<file path="src/rtl/slvarb_pkg.sv">
package slvarb_pkg;

  typedef enum logic [1:0] {
    PARK_NONE  = 2'd0,
    PARK_LAST  = 2'd1,
    PARK_FIXED = 2'd2,
    PARK_RSVD  = 2'd3
  } park_e;

  localparam logic [1:0] ARB_FIXED_PRIO = 2'd1;
  localparam int         BEAT_W         = 5;

  // Beats allowed before a forced break; zero means never.
  function automatic logic [BEAT_W-1:0] brk_len(input logic [2:0] code);
    case (code)
      3'd1:    brk_len = BEAT_W'(1);
      3'd2:    brk_len = BEAT_W'(4);
      3'd3:    brk_len = BEAT_W'(8);
      3'd4:    brk_len = BEAT_W'(16);
      default: brk_len = '0;
    endcase
  endfunction

endpackage

</file>
<file path="src/rtl/slvarb_rr_pick.sv">
module slvarb_rr_pick #(
  parameter int NUM_M = 16,
  parameter int IW    = 4
) (
  input  logic [NUM_M-1:0] cand_i,
  input  logic [IW-1:0]    base_i,
  output logic             found_o,
  output logic [IW-1:0]    pick_o
);

  // First candidate strictly after base, wrapping around.
  always_comb begin
    int idx;
    found_o = 1'b0;
    pick_o  = '0;
    idx     = 0;
    for (int k = 0; k < NUM_M; k++) begin
      idx = (int'(base_i) + 1 + k) % NUM_M;
      if (!found_o && cand_i[IW'(idx)]) begin
        found_o = 1'b1;
        pick_o  = IW'(idx);
      end
    end
  end

  always_comb begin
    p_rr_found_r3: assert (found_o == (|cand_i));
    p_rr_valid_r3: assert (!found_o || cand_i[pick_o]);
  end

endmodule

</file>
<file path="src/rtl/slvarb_fp_pick.sv">
module slvarb_fp_pick #(
  parameter int NUM_M = 16,
  parameter int IW    = 4
) (
  input  logic [NUM_M-1:0]      cand_i,
  input  logic [NUM_M-1:0][1:0] prio_i,
  output logic                  found_o,
  output logic [IW-1:0]         pick_o
);

  logic [1:0] best;

  // Scan from the top index down; ">=" lets a lower index win a tie.
  always_comb begin
    found_o = 1'b0;
    pick_o  = '0;
    best    = '0;
    for (int i = NUM_M - 1; i >= 0; i--) begin
      if (cand_i[IW'(i)] && (!found_o || prio_i[IW'(i)] >= best)) begin
        found_o = 1'b1;
        pick_o  = IW'(i);
        best    = prio_i[IW'(i)];
      end
    end
  end

  always_comb begin
    p_fp_valid_r4: assert (!found_o || cand_i[pick_o]);
    for (int i = 0; i < NUM_M; i++) begin
      p_fp_best_r4: assert (!(found_o && cand_i[IW'(i)] &&
                              (prio_i[IW'(i)] > prio_i[pick_o])));
    end
  end

endmodule

</file>
<file path="src/rtl/slvarb_burst_ctl.sv">
module slvarb_burst_ctl #(
  parameter int SLOT_W = 8,
  parameter int BEAT_W = 5
) (
  input  logic              clk,
  input  logic              rst_n,
  input  logic              held_i,
  input  logic              beat_i,
  input  logic              start_i,
  input  logic              end_i,
  input  logic [BEAT_W-1:0] len_i,
  input  logic [SLOT_W-1:0] limit_i,
  input  logic              others_i,
  output logic              rearb_o,
  output logic              take_o
);

  logic [SLOT_W-1:0] slot_q, slot_d;
  logic [BEAT_W-1:0] beat_q, beat_d, beat_inc;
  logic              held_beat, nat_end, brk, expire, cnt_en;

  always_comb begin
    beat_inc  = start_i ? BEAT_W'(1) : beat_q + BEAT_W'(1);
    held_beat = held_i & beat_i;
    nat_end   = held_beat & end_i;
    brk       = held_beat & (len_i != '0) & (beat_inc == len_i);
    expire    = held_i & (limit_i != '0) & (slot_q >= limit_i - SLOT_W'(1));
    take_o    = expire & others_i;
    rearb_o   = ~held_i | nat_end | brk | take_o;
  end

  always_comb begin
    cnt_en = held_i | (slot_q != '0) | (beat_q != '0);
    if (rearb_o) begin
      slot_d = '0;
      beat_d = '0;
    end else begin
      slot_d = expire ? '0 : slot_q + SLOT_W'(1);
      beat_d = held_beat ? beat_inc : beat_q;
    end
  end

  always_ff @(posedge clk or negedge rst_n) begin
    if (!rst_n) begin
      slot_q <= '0;
      beat_q <= '0;
    end else if (cnt_en) begin
      slot_q <= slot_d;
      beat_q <= beat_d;
    end
  end

  p_single_brk_r8: assert property (@(posedge clk) disable iff (!rst_n)
    (held_i && beat_i && len_i == BEAT_W'(1)) |-> rearb_o);

  p_limit_one_r5: assert property (@(posedge clk) disable iff (!rst_n)
    (held_i && limit_i == SLOT_W'(1) && others_i) |-> take_o);

  p_no_limit_r7: assert property (@(posedge clk) disable iff (!rst_n)
    (limit_i == '0) |-> !take_o);

endmodule

</file>
<file path="src/rtl/slave_port_arbiter.sv">
module slave_port_arbiter
  import slvarb_pkg::*;
#(
  parameter  int NUM_M  = 16,
  parameter  int SLOT_W = 8,
  localparam int IW     = (NUM_M > 1) ? $clog2(NUM_M) : 1
) (
  input  logic                 clk,
  input  logic                 rst_n,
  input  logic [NUM_M-1:0]     req_i,
  input  logic [NUM_M-1:0]     beat_i,
  input  logic [NUM_M-1:0]     start_i,
  input  logic [NUM_M-1:0]     end_i,
  input  logic [2*NUM_M-1:0]   prio_i,
  input  logic [3*NUM_M-1:0]   ulbt_i,
  input  logic [1:0]           arb_mode_i,
  input  logic [SLOT_W-1:0]    slot_limit_i,
  input  logic [1:0]           park_mode_i,
  input  logic [IW-1:0]        park_idx_i,
  output logic [NUM_M-1:0]     grant_o,
  output logic [IW-1:0]        owner_o,
  output logic                 owner_vld_o
);

  logic [NUM_M-1:0][1:0] prio_a;
  logic [NUM_M-1:0][2:0] ulbt_a;

  for (genvar g = 0; g < NUM_M; g++) begin : g_unpack
    assign prio_a[g] = prio_i[2*g +: 2];
    assign ulbt_a[g] = ulbt_i[3*g +: 3];
  end

  logic [IW-1:0]     own_q, own_d, last_q, last_d, rr_base;
  logic              vld_q, vld_d, lvld_q, lvld_d;
  logic [NUM_M-1:0]  own_oh, cand;
  logic              held, o_beat, o_start, o_end, others;
  logic [BEAT_W-1:0] o_len;
  logic              rearb, take;
  logic              rr_found, fp_found;
  logic [IW-1:0]     rr_pick, fp_pick;

  always_comb begin
    own_oh = '0;
    if (vld_q) own_oh[own_q] = 1'b1;
    held    = |(own_oh & req_i);
    o_beat  = |(own_oh & beat_i);
    o_start = |(own_oh & start_i);
    o_end   = |(own_oh & end_i);
    o_len   = brk_len(ulbt_a[own_q]);
    others  = |(req_i & ~own_oh);
  end

  slvarb_burst_ctl #(.SLOT_W(SLOT_W), .BEAT_W(BEAT_W)) u_burst (
    .clk      (clk),
    .rst_n    (rst_n),
    .held_i   (held),
    .beat_i   (o_beat),
    .start_i  (o_start),
    .end_i    (o_end),
    .len_i    (o_len),
    .limit_i  (slot_limit_i),
    .others_i (others),
    .rearb_o  (rearb),
    .take_o   (take)
  );

  // A budget expiry hands over to someone else; other points include the owner.
  assign cand    = take ? (req_i & ~own_oh) : req_i;
  assign rr_base = lvld_q ? last_q : IW'(NUM_M - 1);

  slvarb_rr_pick #(.NUM_M(NUM_M), .IW(IW)) u_rr (
    .cand_i  (cand),
    .base_i  (rr_base),
    .found_o (rr_found),
    .pick_o  (rr_pick)
  );

  slvarb_fp_pick #(.NUM_M(NUM_M), .IW(IW)) u_fp (
    .cand_i  (cand),
    .prio_i  (prio_a),
    .found_o (fp_found),
    .pick_o  (fp_pick)
  );

  always_comb begin
    own_d  = own_q;
    vld_d  = vld_q;
    last_d = last_q;
    lvld_d = lvld_q;
    if (|cand) begin
      vld_d  = 1'b1;
      own_d  = (arb_mode_i == ARB_FIXED_PRIO) ? fp_pick : rr_pick;
      last_d = own_d;
      lvld_d = 1'b1;
    end else begin
      case (park_e'(park_mode_i))
        PARK_LAST: begin
          vld_d = lvld_q;
          own_d = last_q;
        end
        PARK_FIXED: begin
          if (int'(park_idx_i) < NUM_M) begin
            vld_d = 1'b1;
            own_d = park_idx_i;
          end else begin
            vld_d = 1'b0;
          end
        end
        default: vld_d = 1'b0;
      endcase
    end
  end

  always_ff @(posedge clk or negedge rst_n) begin
    if (!rst_n) begin
      own_q  <= '0;
      vld_q  <= 1'b0;
      last_q <= '0;
      lvld_q <= 1'b0;
    end else if (rearb) begin
      own_q  <= own_d;
      vld_q  <= vld_d;
      last_q <= last_d;
      lvld_q <= lvld_d;
    end
  end

  assign grant_o     = own_oh;
  assign owner_o     = vld_q ? own_q : '0;
  assign owner_vld_o = vld_q;

  p_grant_onehot_r2: assert property (@(posedge clk) disable iff (!rst_n)
    $onehot0(grant_o));

  p_hold_r10: assert property (@(posedge clk) disable iff (!rst_n)
    !rearb |=> $stable(grant_o));

  p_take_r5: assert property (@(posedge clk) disable iff (!rst_n)
    take |=> (grant_o != $past(grant_o)) && owner_vld_o);

  p_park_none_r11: assert property (@(posedge clk) disable iff (!rst_n)
    (req_i == '0 && (park_mode_i == 2'd0 || park_mode_i == 2'd3)) |=> (grant_o == '0));

  p_park_fixed_r13: assert property (@(posedge clk) disable iff (!rst_n)
    (req_i == '0 && park_mode_i == 2'd2 && int'(park_idx_i) < NUM_M)
      |=> (owner_vld_o && owner_o == $past(park_idx_i)));

endmodule

</file>
<file path="config.mk">
export PLATFORM = sky130hd
export DESIGN_NAME = slave_port_arbiter
export DESIGN_NICKNAME = d
export VERILOG_FILES = /design/src/rtl/slvarb_pkg.sv /design/src/rtl/slvarb_rr_pick.sv /design/src/rtl/slvarb_fp_pick.sv /design/src/rtl/slvarb_burst_ctl.sv /design/src/rtl/slave_port_arbiter.sv
export SDC_FILE = /design/constraint.sdc
export NUM_CORES = 1
export LEC_CHECK = 0
export ABC_AREA = 1
export ABC_CLOCK_PERIOD_IN_PS = 6000
export BUFFER_PORTS_ARGS = -buffer_cell sky130_fd_sc_hd__buf_2
export CORE_MARGIN = 4
export CORE_UTILIZATION = 47
export DETAILED_ROUTE_END_ITERATION = 6
export PLACE_DENSITY = 0.91
export SLEW_MARGIN = 20
export SYNTH_ARGS = -nofsm -noshare
export SYNTH_HDL_FRONTEND = slang
export SYNTH_SLANG_ARGS = --single-unit
</file>
<file path="constraint.sdc">
create_clock -name clk -period 6 [get_ports clk]
set_input_delay 0.9 -clock clk [delete_from_list [all_inputs] [get_ports clk]]
set_output_delay 0.9 -clock clk [all_outputs]
set_load 0.05 [all_outputs]
</file>
==> results.rst, run 1 <==
.. list-table::
   :header-rows: 1

   * - Metric
     - Value
   * - Outcome
     - complete, but fails checks
   * - Violations in the final reports
     - design-rule violations, negative setup slack
   * - Leading post-synthesis cells by cell area
     - sky130_fd_sc_hd__nand3_1 18%, sky130_fd_sc_hd__nand2_1 15%, sky130_fd_sc_hd__dfrtp_1 11%
   * - Maximum number of pins on one net before global-route repair
     - 27
   * - Data arrival time of the critical path
     - 7.38 ns
   * - RD Place Congestion
     - 0.981
   * - VDD IR-drop max
     - 0.000445 V
   * - Post-CTS Hold Buffers
     - 0
   * - TritonCTS clock tree
     - built
   * - Primary FF master, synth
     - sky130_fd_sc_hd__dfrtp_1
   * - Startpoint Class
     - input pin
   * - Via count of the first global-routing pass
     - 7118
   * - Hold path endpoint
     - u_burst.slot_q[0]
   * - Clock Pin Slew Worst Setup and Hold Paths
     - 0.09 ns
   * - Worst setup skew after layout
     - 0.00501 ns
   * - Library cell with the highest instance count after synthesis
     - sky130_fd_sc_hd__nand2_1
   * - Number of clock sinks
     - 23
   * - Synth async-reset ratio
     - 1.00
   * - Setup tns final
     - -6.87 ns
   * - Starting density of the core
     - 0.490
   * - NumNets Final
     - 1359
   * - Reg2Reg Depth
     - 52
   * - Multi-input logic area
     - 0.00422 mm²
   * - Mapped Cells
     - 892
   * - Total CTS buffers
     - 3
   * - Capture point of the worst reg-to-reg path
     - own_q[0]
   * - Kind of path behind the tightest hold check
     - reg2reg
   * - Count of endpoints failing hold in the final timing report
     - 0
   * - Crit Path Max Fanout
     - 5
   * - Die height
     - 113 µm
   * - Share of synthesized cell area in and, or, nand and nor gates
     - 0.520
   * - Power Dens Cells
     - 613 mW/mm²
   * - Maxcap violations
     - 0
   * - Number of DRC violations after detailed-routing iteration 0
     - 893
   * - Compound-gate portion of the synthesized area
     - 0.144
   * - Flop2flop setup slack
     - -0.68 ns
   * - Nets in the synthesized netlist
     - 1086
   * - Total power after layout
     - 4440 µW
   * - Crit path max-delay cell type
     - sky130_fd_sc_hd__ha_1
   * - First-pass DRT Iterations
     - 7
   * - H-tree lvl count
     - 1
   * - FILL cells
     - 864
   * - Count of yosys warnings during synthesis
     - 0
   * - Required time at the endpoint of the critical path
     - 6.21 ns
   * - Final routed wire length divided by cell count
     - 16.2 µm
   * - Area growth from synthesis to final layout
     - 40.8%
   * - Standard cell core area
     - 0.0105 mm²
   * - Crit path top cell by count
     - sky130_fd_sc_hd__nand2_2
   * - Transition time at the pin with the least slew margin
     - 0.921 ns
   * - Post-synth EDFFs
     - 0
   * - Initial antenna violation count
     - 1
   * - Cell Area, Synth
     - 0.00514 mm²
   * - IO Pins
     - 183
   * - Clock network latency to the later pin of the worst-skew pair
     - 0.27 ns
   * - Fraction of final layout cells sized beyond drive strength 1
     - 0.325
   * - Cell variety after synth
     - 52
   * - Proportion of synthesized area in mux cells
     - 0.00389
   * - Launch instance of the worst register-to-register path
     - owner_vld_o
   * - Area leader, netlist
     - sky130_fd_sc_hd__nand3_1
   * - Area enclosed by the die boundary
     - 0.0127 mm²
   * - Buffers plus inverters on the worst setup path
     - 8
   * - Post-detailed-route count of antenna-violating nets
     - 0
   * - DRT Wirelength
     - 21100 µm
   * - Least setup slack across all paths after layout
     - -1.17 ns
   * - Upper clock frequency limit
     - 139 MHz
   * - Number of port buffers
     - 164
   * - Final number of setup-violating endpoints
     - 6
   * - Largest family of logic cells by synthesized area
     - simple AND/OR/NAND/NOR gates
   * - Sequential cell area
     - 576 µm²
   * - Register bit count reported by yosys
     - 23
   * - Clock buffer depth
     - 2
   * - Delay-heaviest family, CP
     - simple AND/OR/NAND/NOR gates
   * - DRC Markers
     - 9
   * - Proportion of synthesized chip area in sequential cells
     - 0.112
   * - Critical path start-end classification
     - in2reg
   * - Leftover overflow at the end of global routing
     - 0
   * - Via-per-instance ratio
     - 5.92
   * - Via total after detailed routing
     - 7698
   * - Slew Limit Headroom
     - 0.370
   * - Cells on Worst Hold Path
     - 1
   * - Global-route usage over all layers
     - 0.304
   * - Number of standard-cell rows in the floorplan
     - 37
   * - Unrepaired setup endpoints after global routing
     - yes
   * - Endpoint class of the critical path
     - flip-flop
   * - Most instantiated cells after synthesis
     - 208 x sky130_fd_sc_hd__nand2_1, 183 x sky130_fd_sc_hd__nand3_1, 111 x sky130_fd_sc_hd__inv_1, 81 x sky130_fd_sc_hd__nor2_1, 36 x sky130_fd_sc_hd__nand4_1
   * - First-pass GRT wire length
     - 32900 µm
   * - Fin crit share
     - 1.20
   * - Shortest clock period the worst path allows after layout
     - 7.17 ns
   * - Clock root buffer
     - sky130_fd_sc_hd__clkbuf_8
   * - Post-synthesis share of cell area spent on xor and xnor gates
     - 0.0372
   * - Max incr delay on CP
     - 0.32 ns
   * - Width of the die
     - 113 µm
   * - Max-slew violation count
     - 0
   * - Total leakage power
     - 0.00405 µW
   * - Portion of synthesized cell area occupied by the leading cell type
     - 0.178
   * - Min-delay src
     - u_burst.slot_q[0]
   * - Placed wire-length estimate after detailed placement
     - 16000 µm
   * - Post-synthesis share of cell area spent on full adders, half adders and majority gates
     - 0.0778
   * - Synthesized area per cell
     - 5.77 µm²
-- flip-flops by register name, summed over array words and instances, names as in the netlist --
name,count
own_q,4
last_q,4
lvld_q,1
u_burst.slot_q,8
u_burst.beat_q,5
owner_vld_o,1
-- power by group --
part | switching [µW] | leakage, µW | internal (µW)
sequential | 46.5 | 0.000294 | 204
clock | 52.8 | 0.0000217 | 47.0
combinational | 2750 | 0.00373 | 1340
total | 2850 | 0.00405 | 1590
-- routing by layer --
layer	part of all wire	global-route usage	up-vias	wire length [µm]
met5	0	0	-	0
met4	0.034	0.0905	0	718
met3	0.11	0.0420	86	2270
met2	0.47	0.512	536	9980
met1	0.39	0.403	3473	8130
li1	-	-	3603	-
-- cell families (layout without fill, tap and decap cells) --
family / count (synthesis) / in the layout
xor+xnor: 21 / 21
other cells: 0 / 1
fa+ha+maj: 32 / 32
simple gates: 563 / 563
compound gates: 113 / 113
buf+inv: 138 / 410
mux: 2 / 2
flops: 23 / 23
-- repair_timing --
action                                  CTS  global route
endpoints found under the setup margin    6             6
pin swaps                                33            37
setup buffers                            15             7
resized for setup                        16            27
-- cell usage in the layout, fill, tap and decap left out, drive strengths merged, types with 2 or more instances in the layout --
cell type	instances
ha	32
nor2	98
or4	2
nand4	39
buf	288
clkbuf	3
or2	2
o21a	4
inv	117
a22o	14
a221oi	7
mux2i	2
xnor2	7
nor4	2
nand3	189
o22ai	2
a31oi	11
o21ai	32
a21oi	20
dfrtp	23
nor3	9
nand2	220
xor2	14
a22oi	12
a211oi	2
-- through the flow --
stage / cells / worst slack (ns) / hold slack, ns / util / instance area, µm²
final: 1301 / -1.17 / 0.508 / 0.689 / 7240
after global routing: 1301 / -1.56 / 0.551 / 0.689 / 7240
after floorplan: 892 / -0.652 / 0.478 / - / 5190
after global placement: 1274 / -0.887 / 0.491 / 0.652 / 6850
after detailed placement: 1274 / -1.18 / 0.496 / 0.652 / 6850
after CTS: 1293 / -0.795 / 0.508 / 0.672 / 7070
-- area by class of cell --
cell class / count / share of cell area
clock buffers: 3 / 0.00570
clock inverters: 1 / 0.00104
diodes: 1 / 0.000345
repair buffers: 288 / 0.245
well taps: 136 / 0.0235
inverters: 118 / 0.0615
flip-flops and latches: 23 / 0.0795
multi-input cells: 731 / 0.583
-- worst max-delay path by stage --
stage	from	endpoint	slack [ns]	depth (start not counted)
global route	slot_limit_i[1]	own_q[2]	-1.56	52
finish	slot_limit_i[2]	own_q[0]	-1.17	52
CTS	slot_limit_i[1]	own_q[1]	-0.79	52
global placement	slot_limit_i[2]	own_q[1]	-0.89	50
floorplan	slot_limit_i[2]	own_q[1]	-0.65	49
detailed placement	slot_limit_i[2]	own_q[1]	-1.18	51
(Power assumes the default switching activity.)
==> run 2, diff against run 1 <==
CORE_UTILIZATION = 49   (was 47)
PLACE_DENSITY = 0.92   (was 0.91)
SYNTH_HIERARCHICAL = 1   (was not set)
==> run 2 against run 1 <==
Net effect:
- the flow finishes with violations (negative setup slack)
- sequential cell count unchanged
- clock skew decreased by 0.0033 ns
- wire length increased by 14%
- synthesized cell count increased by 17%
- total power increased by 14%
- cell count increased by 17%
- count of clock-buffer cells in the layout increased by 1
- non-clock buffer count increased by 34
- critical endpoint is now own_q[1]
- largest cell class unchanged
- largest power group unchanged
==> results.rst, run 2 <==
.. list-table::
   :header-rows: 1

   * - Metric
     - Value
   * - IO Pins
     - 183 (unchanged)
   * - Flop2flop setup slack
     - -1.21 ns (-0.53 ns)
   * - Critical Path Start
     - slot_limit_i[2]
   * - Max incr delay on CP
     - 0.29 ns (-0.03 ns)
   * - Cell Area, Placed
     - 0.00801 mm² (+17%)
   * - Crit Path Max Fanout
     - 4 (-1)
   * - Mapped Cells
     - 1047 (+17%)
   * - Endpoint class of the critical path
     - flip-flop
   * - Worst setup skew after layout
     - 0.00167 ns (-0.00334 ns)
   * - Final routed wire length divided by cell count
     - 15.8 µm (-2.4%)
   * - Clock root buffer
     - sky130_fd_sc_hd__clkbuf_16
   * - Power Dens Cells
     - 593 mW/mm² (-3.3%)
   * - Starting density of the core
     - 0.504 (+0.0144)
   * - Via-per-instance ratio
     - 5.68 (-4.0%)
   * - Number of port buffers
     - 164 (unchanged)
   * - Leftover overflow at the end of global routing
     - 0 (unchanged)
   * - H-tree lvl count
     - 1 (unchanged)
   * - Least setup slack across all paths after layout
     - -1.48 ns (-0.308 ns)
   * - Kind of path behind the tightest hold check
     - reg2reg
   * - Max-slew violation count
     - 0 (unchanged)
   * - Count of yosys warnings during synthesis
     - 6 (+6)
   * - Data arrival time of the critical path
     - 7.68 ns (+0.30 ns)
   * - Transition time at the pin with the least slew margin
     - 0.858 ns (-0.0626 ns)
   * - Unrepaired setup endpoints after global routing
     - yes
   * - Initial antenna violation count
     - 1 (unchanged)
   * - Placed wire-length estimate after detailed placement
     - 18500 µm (+16%)
   * - Fraction of final layout cells sized beyond drive strength 1
     - 0.393 (+0.0681)
   * - Via count of the first global-routing pass
     - 8234 (+16%)
   * - Capture point of the worst reg-to-reg path
     - own_q[1]
   * - Post-detailed-route count of antenna-violating nets
     - 0 (unchanged)
   * - Most frequent cells in the layout
     - 342 x sky130_fd_sc_hd__nand2_1, 162 x sky130_fd_sc_hd__buf_2, 155 x sky130_fd_sc_hd__buf_4
   * - Outcome
     - complete, but fails checks
   * - Clock buffer depth
     - 2 (unchanged)
   * - Total power after layout
     - 5050 µW (+14%)
   * - Number of clock sinks
     - 23 (unchanged)
   * - Slew Limit Headroom
     - 0.426 (+0.0555)
   * - Most frequent standard cell in the layout excluding fill and tap cells
     - sky130_fd_sc_hd__nand2_1
   * - Startpoint Class
     - input pin
   * - Clock network latency to the later pin of the worst-skew pair
     - 0.26 ns (about the same)
   * - Die height
     - 119 µm (+6.0%)
   * - Termination of the worst setup path
     - own_q[1]
   * - Critical path start-end classification
     - in2reg
   * - DP Worst Slack
     - -1.43 ns (-0.242 ns)
   * - Total CTS buffers
     - 3 (unchanged)
   * - First-pass GRT wire length
     - 38000 µm (+16%)
   * - Register with the most flip-flops
     - u_burst/slot_q
   * - Crit path max-delay cell type
     - sky130_fd_sc_hd__ha_1
   * - Reg2Reg Depth
     - 60 (+15%)
   * - Number of DRC violations after detailed-routing iteration 0
     - 1139 (+28%)
   * - Cell Area, Synth
     - 0.00608 mm² (+18%)
   * - Max reg flops
     - 8 (unchanged)
   * - Fin crit share
     - 1.25 (+0.0513)
   * - Violations in the final reports
     - negative setup slack
   * - Registers with the most flip-flops
     - u_burst/slot_q: 8 flops, u_burst/beat_q: 5 flops
   * - Count of endpoints failing hold in the final timing report
     - 0 (unchanged)
   * - Maxcap violations
     - 0 (unchanged)
   * - Required time at the endpoint of the critical path
     - 6.20 ns (about the same)
   * - Width of the die
     - 119 µm (+6.0%)
   * - Synthesized area per cell
     - 5.81 µm² (+0.65%)
   * - DRT Wirelength
     - 24000 µm (+14%)
   * - Global-route usage over all layers
     - 0.317 (+0.0124)
   * - Post-CTS Hold Buffers
     - 0 (unchanged)
   * - Setup tns final
     - -8.34 ns (-1.46 ns)
   * - Area growth from synthesis to final layout
     - 40.1%
   * - Total leakage power
     - 0.00482 µW (+19%)
   * - Via total after detailed routing
     - 8620 (+12%)
   * - First-pass DRT Iterations
     - 6 (-1)
   * - TritonCTS clock tree
     - built
   * - Upper clock frequency limit
     - 134 MHz (-4.1%)
   * - Sequential cell area
     - 577 µm² (+0.22%)
   * - Final standard cell area without fillers
     - 0.00852 mm² (+18%)
   * - Standard cell core area
     - 0.0121 mm² (+15%)
   * - Launch instance of the worst register-to-register path
     - own_q[1]
   * - NumNets Final
     - 1539 (+13%)
   * - Crit path top cell by count
     - sky130_fd_sc_hd__nand2_2
   * - DRC Markers
     - 0 (-9)
   * - FILL cells
     - 932 (+7.9%)
   * - Final number of setup-violating endpoints
     - 6 (unchanged)
   * - Maximum number of pins on one net before global-route repair
     - 26 (-3.7%)
   * - VDD IR-drop max
     - 0.000267 V (-40%)
   * - RD Place Congestion
     - 1.01 (+3.2%)
   * - Area enclosed by the die boundary
     - 0.0143 mm² (+12%)
   * - Multi-input logic area
     - 0.00502 mm² (+19%)
   * - Number of standard-cell rows in the floorplan
     - 40 (+8.1%)
   * - Clock Pin Slew Worst Setup and Hold Paths
     - 0.06 ns (-0.03 ns)
   * - Shortest clock period the worst path allows after layout
     - 7.48 ns (+0.308 ns)
-- run 2: timing repair --
item	in CTS	in global routing
gates resized for setup	22	29
pin swaps	26	41
endpoints found under the hold margin	0	0
setup endpoints to repair	6	8
buffers inserted	26	8
-- run 2: critical path: cells and delay by family --
family | cells | cell delay, ns
buffers and inverters | 12 | 0.83
AOI/OAI and AO/OA | 8 | 0.82
adders and majority gates | 6 | 1.59
and+or+nand+nor | 35 | 3.38
xor gates and xnor gates | 1 | 0.19
-- run 2: worst min path at each step --
stage,startpoint,endpoint,slack [ns],depth (start not counted)
3_3_place_gp,last_q[1],last_q[1],0.47,2
2_1_floorplan,last_q[0],last_q[0],0.45,2
3_5_place_dp,last_q[1],last_q[1],0.48,2
6_report,last_q[1],last_q[1],0.49,2
4_1_cts,last_q[2],last_q[2],0.48,2
5_1_grt,last_q[1],last_q[1],0.52,2
-- run 2: area by class of cell --
type | instances | share of cell area
Antenna cell | 1 | 0.000294
Clock buffer | 4 | 0.00925
Inverter | 146 | 0.0683
Multi-Input combinational cell | 854 | 0.589
Sequential cell | 23 | 0.0677
Tap cell | 168 | 0.0247
Timing Repair Buffer | 322 | 0.241
-- run 2: metal layers --
| metal | vias up | track usage | share of wire | wire length, µm |
|---|---|---|---|---|
| li1 | 4022 | - | - | - |
| met1 | 3933 | 0.388 | 0.37 | 8950 |
| met2 | 562 | 0.556 | 0.49 | 11800 |
| met3 | 103 | 0.0522 | 0.098 | 2350 |
| met4 | 0 | 0.117 | 0.038 | 921 |
| met5 | - | 0 | 0 | 0 |
-- run 2: through the flow --
stage,util,cells,hold WS [ns]
CTS,0.693,1509,0.483
finish,0.706,1518,0.493
global route,0.706,1518,0.523
global placement,0.664,1479,0.469
floorplan,-,1048,0.453
detailed placement,0.664,1479,0.476
-- run 2: power breakdown --
part           total [µW]  internal (µW)  switching [µW]
clock                 148           90.8            57.3
sequential            260            204            55.7
combinational        4640           1550            3100
total                5050           1840            3210
==> run 3, diff against run 2 <==
BUFFER_PORTS_ARGS = -buffer_cell sky130_fd_sc_hd__buf_4   (was -buffer_cell sky130_fd_sc_hd__buf_2)
CORE_UTILIZATION = 50   (was 49)
CTS_BUF_LIST = sky130_fd_sc_hd__clkbuf_4   (was not set)
PLACE_DENSITY = 0.93   (was 0.92)
==> run 3 against run 2 <==
Net effect:
- worst setup slack better by 0.20 ns
- combinational power about the same
- count of clock-buffer cells in the layout unchanged
- sequential share of layout area down 0.30 points
- the flow still finishes with violations (negative setup slack)
- clock skew up 0.017 ns
- fmax up 2.8%
- via count down 2.2%
- largest cell class unchanged
- critical endpoint unchanged
==> results.rst, run 3 (synthesis results as in run 2) <==
.. list-table::
   :header-rows: 1

   * - Metric
     - Value
   * - Outcome
     - complete, but fails checks
   * - Violations in the final reports
     - negative setup slack
   * - Met2 usage
     - 0.575 (+0.0196)
   * - Unrepaired setup endpoints after global routing
     - yes
   * - Number of standard-cell rows in the floorplan
     - 40 (unchanged)
   * - Post-detailed-route count of antenna-violating nets
     - 0 (unchanged)
   * - Cell total after placement
     - 1462 (-1.1%)
   * - Clock network latency to the later pin of the worst-skew pair
     - 0.32 ns (+0.06 ns)
   * - Slew Limit Headroom
     - 0.289 (-0.137)
   * - Final standard cell area without fillers
     - 0.00891 mm² (+4.6%)
   * - Antenna Cells
     - 0 (-1)
   * - Post-CTS Hold Buffers
     - 0 (unchanged)
   * - Starting density of the core
     - 0.508 (+0.00422)
   * - TritonCTS clock tree
     - built
   * - Met1 Usage GRT
     - 0.391 (+0.00337)
   * - Initial antenna violation count
     - 0 (-1)
   * - Setup tns final
     - -7.11 ns (+1.22 ns)
   * - Max reg flops
     - 8 (unchanged)
   * - Launch instance of the worst register-to-register path
     - own_q[0]
   * - Total CTS buffers
     - 3 (unchanged)
   * - Share of power burned in combinational logic
     - 0.933 (+0.014)
   * - Registers with the most flip-flops
     - u_burst/slot_q: 8 flops, u_burst/beat_q: 5 flops
   * - Placed wire-length estimate after detailed placement
     - 19200 µm (+3.7%)
   * - Least setup slack across all paths after layout
     - -1.28 ns (+0.202 ns)
   * - Register with the most flip-flops
     - u_burst/slot_q
   * - Fin crit share
     - 1.21 (-0.0337)
   * - Number of clock sinks
     - 23 (unchanged)
   * - Die height
     - 118 µm (-0.94%)
   * - Critical path start-end classification
     - in2reg
   * - Data arrival time of the critical path
     - 7.55 ns (-0.13 ns)
   * - Clock root buffer
     - sky130_fd_sc_hd__clkbuf_4
   * - Required time at the endpoint of the critical path
     - 6.27 ns (+0.07 ns)
   * - Reg2Reg Depth
     - 62 (+3.3%)
   * - Capture point of the worst reg-to-reg path
     - own_q[1]
   * - Maximum number of pins on one net before global-route repair
     - 26 (unchanged)
   * - Area growth from synthesis to final layout
     - 46.6%
   * - Final standard cell count with taps included and fillers excluded
     - 1509 (-0.59%)
   * - IO Pins
     - 183 (unchanged)
   * - Startpoint Class
     - input pin
   * - Internal
     - 1820 µW (-1.3%)
   * - Endpoint class of the critical path
     - flip-flop
   * - RD Place Congestion
     - 1.06 (+5.1%)
   * - Standard cell core area
     - 0.0120 mm² (-0.83%)
   * - Leftover overflow at the end of global routing
     - 0 (unchanged)
   * - NumNets Final
     - 1552 (+0.84%)
   * - Upper clock frequency limit
     - 137 MHz (+2.8%)
   * - Worst hold margin
     - 0.451 ns (-0.0421 ns)
   * - Crit path max-delay cell type
     - sky130_fd_sc_hd__ha_4
   * - Total leakage power
     - 0.00497 µW (+3.1%)
   * - Fraction of final layout cells sized beyond drive strength 1
     - 0.397 (+0.00433)
   * - Via count of the first global-routing pass
     - 8024 (-2.6%)
   * - Relative contribution of the clock network to total power
     - 0.016 (-0.013)
   * - Count of endpoints failing hold in the final timing report
     - 0 (unchanged)
   * - Most frequent standard cell in the layout excluding fill and tap cells
     - sky130_fd_sc_hd__nand2_1
   * - Transition time at the pin with the least slew margin
     - 1.06 ns (+0.205 ns)
   * - Flop pwr share
     - 0.051 (about the same)
   * - Switching component of the power
     - 3150 µW (-1.8%)
   * - Kind of path behind the tightest hold check
     - in2async
   * - First-pass DRT Iterations
     - 6 (unchanged)
   * - Cell Area, Placed
     - 0.00840 mm² (+4.9%)
   * - Number of DRC violations after detailed-routing iteration 0
     - 912 (-20%)
   * - H-tree lvl count
     - 1 (unchanged)
   * - VDD IR-drop max
     - 0.000364 V (+36%)
   * - Total power after layout
     - 4970 µW (-1.6%)
   * - Max-slew violation count
     - 0 (unchanged)
   * - Shortest clock period the worst path allows after layout
     - 7.28 ns (-0.202 ns)
   * - Top Usage Layer GRT
     - met2
   * - DRC Markers
     - 0 (unchanged)
   * - Via-per-instance ratio
     - 5.59 (-1.6%)
   * - DRT Wirelength
     - 24400 µm (+1.3%)
   * - Most frequent cells in the layout
     - 345 x sky130_fd_sc_hd__nand2_1, 332 x sky130_fd_sc_hd__buf_4, 115 x sky130_fd_sc_hd__inv_1
   * - Worst setup skew after layout
     - 0.0187 ns (+0.0170 ns)
   * - Global-route usage over all layers
     - 0.319 (+0.00181)
   * - Final number of setup-violating endpoints
     - 6 (unchanged)
   * - Max incr delay on CP
     - 0.28 ns (about the same)
   * - Clock buffer depth
     - 2 (unchanged)
   * - GR Layer Usage met3
     - 0.0536 (+0.00136)
   * - Via total after detailed routing
     - 8432 (-2.2%)
   * - Maxcap violations
     - 0 (unchanged)
   * - Switching portion of total power
     - 0.634 (-0.00111)
   * - Width of the die
     - 118 µm (-0.94%)
   * - First-pass GRT wire length
     - 37900 µm (-0.24%)
   * - Power Dens Cells
     - 558 mW/mm² (-5.9%)
   * - Clock Pin Slew Worst Setup and Hold Paths
     - 0.14 ns (+0.08 ns)
   * - Flop2flop setup slack
     - -1.06 ns (+0.15 ns)
   * - Number of port buffers
     - 164 (unchanged)
   * - Crit Path Max Fanout
     - 4 (unchanged)
   * - Area enclosed by the die boundary
     - 0.0140 mm² (-1.9%)
   * - Final routed wire length divided by cell count
     - 16.1 µm (+1.9%)
-- run 3: changes by cell type in the layout (fill, tap and decap cells not counted), moves of 2 or more --
cell / change
sky130_fd_sc_hd__nand2_1: +3
sky130_fd_sc_hd__buf_4: +177
sky130_fd_sc_hd__buf_2: -162
sky130_fd_sc_hd__buf_12: -2
sky130_fd_sc_hd__clkbuf_4: +4
sky130_fd_sc_hd__clkbuf_16: -3
sky130_fd_sc_hd__nand2_2: -3
-- run 3: how the worst max path moves through the flow --
stage               slack, ns  endpoint             from
floorplan               -1.12  own_q[0]  slot_limit_i[2]
finish                  -1.28  own_q[1]  slot_limit_i[2]
global placement        -1.03  own_q[1]  slot_limit_i[2]
CTS                     -0.99  own_q[2]  slot_limit_i[3]
global route            -1.69  own_q[1]  slot_limit_i[0]
detailed placement      -1.41  own_q[0]  slot_limit_i[2]
-- run 3: cell type report --
class	count	area [µm²]
inverters	146	583
repair buffers	335	2530
clock buffers	4	30.0
well taps	147	184
multi-input cells	854	5010
fillers	831	3050
flip-flops and latches	23	577
-- run 3: power groups by stage --
stage | combinational, µW | clock (µW) | sequential [µW]
floorplan | 3180 | 0 | 246
global placement | 4150 | 0 | 251
detailed placement | 4260 | 0 | 252
CTS | 4380 | 77.1 | 249
global route | 5080 | 87.0 | 255
finish | 4640 | 78.7 | 253
-- run 3: through the flow --
step | util | setup WS [ns]
after floorplan | - | -1.12
after global placement | 0.702 | -1.03
after detailed placement | 0.702 | -1.41
after CTS | 0.729 | -0.993
after global routing | 0.745 | -1.69
final | 0.745 | -1.28
-- run 3: critical path: cells and delay by family --
family | cells | cell delay, ns
compound gates | 8 | 0.80
xor+xnor | 1 | 0.19
fa+ha+maj | 6 | 1.54
buf+inv | 12 | 0.77
simple gates | 36 | 3.36
-- run 3: repair_timing --
action / CTS / global route
resized for setup: 17 / 29
pin swaps: 40 / 50
setup buffers: 33 / 11
endpoints found under the setup margin: 6 / 8
-- run 3: routing by layer --
metal | part of all wire | vias up
met5 | 0 | -
met4 | 0.034 | 0
met3 | 0.086 | 101
met2 | 0.49 | 474
met1 | 0.39 | 3818
li1 | - | 4039
